File: src/rtl/gcb_pkg.sv
package gcb_pkg;

  // Bank encoding used on every bank-related port.
  typedef enum logic {
    BANK_A = 1'b0,
    BANK_B = 1'b1
  } bank_e;

  localparam int NUM_BANKS = 2;

endpackage

File: src/rtl/gcb_sync.sv
module gcb_sync #(
  parameter int STAGES = 2
) (
  input  logic clk,
  input  logic rst,
  input  logic d_async,
  output logic q_sync
);

  logic [STAGES-1:0] chain;

  always_ff @(posedge clk) begin
    if (rst) begin
      chain <= '0;
    end else begin
      chain <= {chain[STAGES-2:0], d_async};
    end
  end

  assign q_sync = chain[STAGES-1];

endmodule

File: src/rtl/gcb_code_store.sv
module gcb_code_store #(
  parameter int NUM_CH = 14,
  parameter int CODE_W = 8,
  parameter int ADDR_W = 4
) (
  input  logic                           clk,
  input  logic                           rst,
  input  logic                           wr_en,
  input  logic [ADDR_W-1:0]              wr_addr,
  input  logic [CODE_W-1:0]              wr_data,
  output logic [NUM_CH-1:0][CODE_W-1:0]  codes
);

  logic [NUM_CH-1:0] hit;

  generate
    for (genvar c = 0; c < NUM_CH; c++) begin : g_dec
      assign hit[c] = wr_en && (wr_addr == ADDR_W'(c + 1));
    end
  endgenerate

  always_ff @(posedge clk) begin
    if (rst) begin
      codes <= '0;
    end else begin
      for (int c = 0; c < NUM_CH; c++) begin
        if (hit[c]) codes[c] <= wr_data;
      end
    end
  end

  AST_ONE_SLOT_WRITTEN: assert property (@(posedge clk) disable iff (rst)
    $onehot0(hit));

  AST_WRITE_LANDS: assert property (@(posedge clk) disable iff (rst)
    (wr_en && wr_addr == ADDR_W'(1)) |=> (codes[0] == $past(wr_data)));

endmodule

File: src/rtl/gcb_en_track.sv
module gcb_en_track #(
  parameter int NUM_CH = 14,
  parameter int ADDR_W = 4
) (
  input  logic              clk,
  input  logic              rst,
  input  logic              wr_en,
  input  logic [ADDR_W-1:0] wr_addr,
  output logic [NUM_CH-1:0] en_q
);

  logic addr_ok;
  assign addr_ok = (wr_addr != '0) && (wr_addr <= ADDR_W'(NUM_CH));

  always_ff @(posedge clk) begin
    if (rst) begin
      en_q <= '0;
    end else begin
      for (int c = 0; c < NUM_CH; c++) begin
        if (wr_en && wr_addr == ADDR_W'(c + 1)) en_q[c] <= 1'b1;
      end
    end
  end

  AST_EN_STICKY: assert property (@(posedge clk) disable iff (rst)
    1'b1 |=> ((en_q & $past(en_q)) == $past(en_q)));

  AST_BAD_ADDR_NO_EN: assert property (@(posedge clk) disable iff (rst)
    (!wr_en || !addr_ok) |=> $stable(en_q));

endmodule

File: src/rtl/gcb_out_stage.sv
module gcb_out_stage #(
  parameter int NUM_CH = 14,
  parameter int CODE_W = 8
) (
  input  logic                          clk,
  input  logic                          rst,
  input  logic                          sel,
  input  logic [NUM_CH-1:0][CODE_W-1:0] codes_a,
  input  logic [NUM_CH-1:0][CODE_W-1:0] codes_b,
  input  logic [NUM_CH-1:0]             en_in,
  output logic [NUM_CH-1:0][CODE_W-1:0] code_q,
  output logic [NUM_CH-1:0]             en_q,
  output logic                          bank_q
);

  import gcb_pkg::*;

  logic [NUM_CH-1:0][CODE_W-1:0] pick;

  generate
    for (genvar c = 0; c < NUM_CH; c++) begin : g_mux
      assign pick[c] = (bank_e'(sel) == BANK_B) ? codes_b[c] : codes_a[c];
    end
  endgenerate

  always_ff @(posedge clk) begin
    if (rst) begin
      code_q <= '0;
      en_q   <= '0;
      bank_q <= 1'b0;
    end else begin
      code_q <= pick;
      en_q   <= en_in;
      bank_q <= sel;
    end
  end

  AST_RESET_CLEARS: assert property (@(posedge clk)
    rst |=> (en_q == '0 && code_q == '0 && bank_q == 1'b0));

  AST_BANK_FOLLOWS_SYNC: assert property (@(posedge clk) disable iff (rst)
    1'b1 |=> (bank_q == $past(sel)));

endmodule

File: src/rtl/gamma_code_bank.sv
module gamma_code_bank #(
  parameter int NUM_CH      = 14,
  parameter int CODE_W      = 8,
  parameter int ADDR_W      = $clog2(NUM_CH + 1),
  parameter int SYNC_STAGES = 2
) (
  input  logic                          clk,
  input  logic                          rst,
  input  logic                          wr_en,
  input  logic                          wr_bank,
  input  logic [ADDR_W-1:0]             wr_addr,
  input  logic [CODE_W-1:0]             wr_data,
  input  logic                          bank_sel_in,
  input  logic                          rd_bank,
  input  logic [ADDR_W-1:0]             rd_addr,
  output logic [CODE_W-1:0]             rd_data,
  output logic [NUM_CH-1:0][CODE_W-1:0] code_out,
  output logic [NUM_CH-1:0]             out_en,
  output logic                          active_bank
);

  import gcb_pkg::*;

  logic                          sel_sync;
  logic [NUM_CH-1:0][CODE_W-1:0] bank_codes [NUM_BANKS];
  logic [NUM_CH-1:0]             en_flags;
  logic                          rd_ok;

  gcb_sync #(.STAGES(SYNC_STAGES)) u_sync (
    .clk     (clk),
    .rst     (rst),
    .d_async (bank_sel_in),
    .q_sync  (sel_sync)
  );

  generate
    for (genvar b = 0; b < NUM_BANKS; b++) begin : g_bank
      gcb_code_store #(.NUM_CH(NUM_CH), .CODE_W(CODE_W), .ADDR_W(ADDR_W)) u_store (
        .clk     (clk),
        .rst     (rst),
        .wr_en   (wr_en && (wr_bank == 1'(b))),
        .wr_addr (wr_addr),
        .wr_data (wr_data),
        .codes   (bank_codes[b])
      );
    end
  endgenerate

  gcb_en_track #(.NUM_CH(NUM_CH), .ADDR_W(ADDR_W)) u_en (
    .clk     (clk),
    .rst     (rst),
    .wr_en   (wr_en),
    .wr_addr (wr_addr),
    .en_q    (en_flags)
  );

  gcb_out_stage #(.NUM_CH(NUM_CH), .CODE_W(CODE_W)) u_out (
    .clk     (clk),
    .rst     (rst),
    .sel     (sel_sync),
    .codes_a (bank_codes[0]),
    .codes_b (bank_codes[1]),
    .en_in   (en_flags),
    .code_q  (code_out),
    .en_q    (out_en),
    .bank_q  (active_bank)
  );

  // Combinational readback straight from the register arrays.
  assign rd_ok = (rd_addr != '0) && (rd_addr <= ADDR_W'(NUM_CH));

  always_comb begin
    rd_data = '0;
    for (int c = 0; c < NUM_CH; c++) begin
      if (rd_addr == ADDR_W'(c + 1)) begin
        rd_data = (bank_e'(rd_bank) == BANK_B) ? bank_codes[1][c] : bank_codes[0][c];
      end
    end
  end

  AST_RD_OUT_OF_RANGE: assert property (@(posedge clk) disable iff (rst)
    !rd_ok |-> (rd_data == '0));

  AST_EN_WITHOUT_WRITE_HOLDS: assert property (@(posedge clk) disable iff (rst)
    !wr_en |=> $stable(en_flags));

endmodule

File: config.mk
export PLATFORM = sky130hd
export DESIGN_NAME = gamma_code_bank
export DESIGN_NICKNAME = d
export VERILOG_FILES = /design/src/rtl/gcb_pkg.sv /design/src/rtl/gcb_sync.sv /design/src/rtl/gcb_code_store.sv /design/src/rtl/gcb_en_track.sv /design/src/rtl/gcb_out_stage.sv /design/src/rtl/gamma_code_bank.sv
export SDC_FILE = /design/constraint.sdc
export NUM_CORES = 1
export LEC_CHECK = 0
export ABC_CLOCK_PERIOD_IN_PS = 3180
export BUFFER_PORTS_ARGS = -buffer_cell sky130_fd_sc_hd__buf_4
export CAP_MARGIN = 20
export CORE_ASPECT_RATIO = 1.25
export CORE_MARGIN = 10
export CORE_UTILIZATION = 55
export DETAILED_ROUTE_END_ITERATION = 8
export PLACE_DENSITY_LB_ADDON = 0.25
export SYNTH_ARGS = -nofsm -noshare
export SYNTH_HDL_FRONTEND = slang
export SYNTH_SLANG_ARGS = --single-unit
File: constraint.sdc
create_clock -name clk -period 3.18 [get_ports clk]
set_input_delay 0.318 -clock clk [delete_from_list [all_inputs] [get_ports clk]]
set_output_delay 0.318 -clock clk [all_outputs]
set_load 0.01 [all_outputs]
# --- Word level (Yosys, flattened, before mapping) ---
# Cells that the tools add are included.
word_totals:
  register_bits: 367
  input_bits: 22
  out_inout_bits: 135
  wordCells: 174
op_classes:
  n_eq_ne: 28
  mux: 42
  bitwise_logic: 1
  n_reduce_logical: 44
ops:
  columns: ["operator", "n"]
  rows:
  - ["$mux W8", 42]
  - ["$eq A4 B4 Y1 const B", 14]
  - ["$logic_and A1 B1 Y1", 44]
  - ["$eq A4 B3 Y1 const B", 8]
  - ["$eq A4 B2 Y1 const B", 4]
  - ["$eq A4 B1 Y1 const B", 2]
  - ["$not A1 Y1", 1]

# --- Depth between registers and ports, before layout ---
logic_depth:
  word_depth: 15
  mapped_depth: 7
  depth_no_buf: 4

# --- By module ---
# From an unflattened synthesis, not the netlist that was laid out.
hier_totals:
  hier_cells: 1546
  area_unflattened_um2: 16214.3
by_module_without_submodules:
  columns: ["module", "n_inst", "cells_per_inst", "area_each_um2", "seq_area_each_um2"]
  rows:
  - ["gcb_code_store", 2, 393, 4421.7, 2242.2]
  - ["gcb_out_stage", 1, 393, 4395.5, 2542.4]
  - ["gamma_code_bank", 1, 311, 2396.0, 0.0]
  - ["gcb_en_track", 1, 52, 526.8, 280.3]
  - ["gcb_sync", 1, 4, 52.6, 40.0]

# --- Worst setup path after synthesis ---
# No wires, ideal clock.
synth_timing:
  kind: "input -> output"
  from: "input port rd_addr[0]"
  to: "output port rd_data[6]"
  t_arrival_ps: 1607
  required_time_ps: 2862
  slack_ps: 1255
  stages: 6
  path_buffers: 2
  cell_sequence: "buf_2 > buf_4 > mux4_2 > a22o_1 > a22oi_1 > o211ai_1"
synth_between:
  elab_chain_len: 15
  elab_cells_between_ends: 28
  cone_classes: "eq/ne: 14; mux: 14"
synth_lines:
  columns: ["element", "line_no", "source"]
  rows:
  - ["start, declared", "gamma_code_bank.sv:15", "input logic [ADDR_W-1:0] rd_addr,"]
  - ["$eq A4 B1 Y1", "gamma_code_bank.sv:75", "if (rd_addr == ADDR_W'(c + 1)) begin"]
  - ["$mux W8 (13 in a row)", "gamma_code_bank.sv:75", null]
  - ["$mux W8 *", "gamma_code_bank.sv:75", null]
  - ["end, declared", "gamma_code_bank.sv:16", "output logic [CODE_W-1:0] rd_data,"]
# Every way passes the cells marked *; elsewhere a longest branch is shown, timed or not.

# --- Worst setup path in the final report ---
layout_timing:
  from: "input port rd_addr[0]"
  to: "output port rd_data[1]"
# Same word-level chain as after synthesis.

==> impl_metrics.toml <==
[status]
status = "finished clean"

[sta]
rsz0062_at_grt = "false"
slew_violations = 0
period_needed_ns = 2.72
finalHoldViolCount = 0
min_period_over_period_pct = 85.6
tns_ns = 0
setup_viol = 0
worstMarginPinSlew_ns = 0.933
max_slew_margin_pct = 37.8
skew_ns = 0.0225
fmax_mhz = 367

[hold_path]
min_path_cells = 2
worstHoldStart = "bank_sel_in"
hold_end = "u_sync.chain[0]"
hp-class = "in2reg"

[grt]
overflow = 0
grt_pass1_vias = 10900
track_usage_pct = 23.1
grt_pass1_wl_mm = 64.0
antenna_found_initial = 0
grt_max_degree = 106

[cells_and_area]
n_antenna_cell = 0
nets = 1594
final_area_um2 = 17800
instances_no_fill = 1950
multiInputGateArea_um2 = 7390
areaGrowthSynthToFinish_pct = 16.5
seqCellArea_um2 = 7350
utilization_pct = 64.7
nFillCells = 2258
drive_gt1_share_pct = 18.6

[drt]
first_pass_iters = 7
avgViaCountPerCell = 5.64
vias = 11000
postRouteWirelength_mm = 41.6
drt_iter0_markers = 694
wl_per_cell_um = 21.3
drc = 0
drtAntennaViolNets = 0

[cts]
cts_setup_buffers = 0
cts_tree = "yes"
cts_sinks = 367
htree_levels = 2
insertion_delay_ns = 0.54
clkSlewWorstSetupHoldPaths_ns = 0.06
cts-root-buf = "clkbuf_16"
cts_made_buffers = 37
ctsHoldBuffers = 0
cts_buffer_depth = 3
post_cts_resized = 0

[worst_setup_path]
path_max_fanout = 35
critPathCaptureType = "output port"
worst-setup-path-type = "in2out"
r2r_end = "u_out.code_q[52]"
cp.required_ns = 2.86
reg2reg_depth = 3
worstSetupStartpointType = "input port"
r2r_start = "u_sync.chain[1]"
cp.arrival_ns = 2.40
r2r_slack_ns = 1.35

[placed_design]
io_buffer_count = 156
post-dp-hpwl_mm = 28.6
place.gp.congestion = 0.914
dp.cells = 1883
placed_cell_area_um2 = 16600

[synth]
synth_top_area_cell = "dfxtp_1"
syn-instance-count = 1486
ys_warn_count = 0
syn_area_um2 = 15300
yosysSeqAreaShare_pct = 48.0
synth_area_leaders = "dfxtp_1, mux2i_1, nor2_1, clkbuf_1, a22oi_1"
synth.top_cell.area_share_pct = 48.0
avgSynthCellArea_um2 = 10.3
synth_nets = 1508
netlist-cell-type-count = 41
synthFlopType = "dfxtp_1"
synth_seq_cells = 367
synth-async-reset-ratio_pct = 0
synth-edff-count = 0

[die]
start_util_pct = 55.5
dieArea_um2 = 34900
ios = 157
rows = 68
die_h_um = 206
die_w_um = 169
coreArea_um2 = 27600

[job]
maxCapViolCount = 0

[power_and_ir_drop]
ir_worst_vdd_v = 0.000433
p_per_area_nw_per_um2 = 541
finalPower_mw = 9.64
leakagePower_nw = 7.62
-- cells in the mapped netlist, types with 9 or more instances --
cell type / count
nor2_1: 369
a21oi_1: 27
nor2b_1: 22
buf_2: 26
nor3_4: 11
dfxtp_1: 367
nand3_2: 12
o211ai_1: 16
o22ai_1: 16
mux2_2: 14
a22oi_1: 24
clkbuf_1: 65
mux2i_1: 416
buf_1: 23
buf_4: 9
-- kinds of logic (layout without fill, tap and decap cells) --
group | after synthesis | count (layout) | share of synthesized area [%]
DFF | 367 | 367 | 48.0
AOI/OAI and AO/OA | 112 | 112 | 4.86
buffers and inverters | 126 | 240 | 3.67
and+or+nand+nor | 441 | 441 | 13.9
muxes | 440 | 440 | 29.6
-- worst max-delay path by stage --
| stage | start | end | slack, ns | cells after the start |
|---|---|---|---|---|
| 5_1_grt | rd_addr[0] | rd_data[1] | 0.39 | 6 |
| 6_report | rd_addr[0] | rd_data[1] | 0.46 | 6 |
| 3_5_place_dp | rd_addr[0] | rd_data[1] | 0.55 | 6 |
| 4_1_cts | rd_addr[0] | rd_data[1] | 0.54 | 6 |
| 3_3_place_gp | rd_addr[0] | rd_data[1] | 0.62 | 6 |
| 2_1_floorplan | rd_addr[0] | rd_data[6] | 1.25 | 6 |
-- final cells by class --
class	count	share of cell area (%)
sequential	367	41.2
clock inverter	16	0.871
timing repair buffer	173	7.82
multi-input combinational	993	41.5
clock buffer	51	6.12
tap	350	2.46
-- placed cells by master (no fill, tap or decap), types with 7 or more instances in the layout --
cell	netlist	final
dfxtp_1	367	366
clkbuf_16	0	39
nor3_4	11	11
o21ai_0	8	8
o22ai_1	16	16
o31ai_1	8	8
nor2_1	369	369
o211ai_1	16	16
nor2b_1	22	22
buf_12	0	7
a22oi_1	24	24
clkbuf_8	0	7
mux2i_1	416	416
a21oi_1	27	27
mux2_2	14	14
nand3_2	12	12
mux4_2	8	8
buf_4	9	165
a22o_1	8	8
-- power breakdown --
group	switching, mW	leakage, nW	total (mW)	internal [mW]
Clock	1.82	0.606	4.41	2.58
Combinational	0.371	4.06	0.567	0.195
Sequential	0.0338	2.96	4.66	4.63
Total	2.23	7.62	9.64	7.41
-- metrics by stage --
stage / hold slack [ns] / setup WS, ns
floorplan: 0.414 / 1.25
global placement: 0.426 / 0.617
detailed placement: 0.439 / 0.548
CTS: 0.00594 / 0.544
global route: 0.0208 / 0.386
finish: 0.00797 / 0.458
-- layer usage --
layer	GRT usage (%)	routed length, µm
met5	0	0
met1	27.2	16800
met3	3.96	1910
met4	8.06	1300
met2	41.4	21600
-- state kept, by name (all words and copies together), names as in the netlist --
signal and cells:
u_out.code_q 112, u_sync.chain 2, u_out.en_q 14, g_bank.u_store.codes 224
u_out.bank_q 1, u_en.en_q 14
-- worst max-delay path: stages --
cell	delay, ns
buf_4	0.41
nor2b_1	0.28
o211a_1	0.39
o31ai_1	0.49
o211ai_1	0.25
buf_4	0.21
Power figures use the tool's default switching activity.
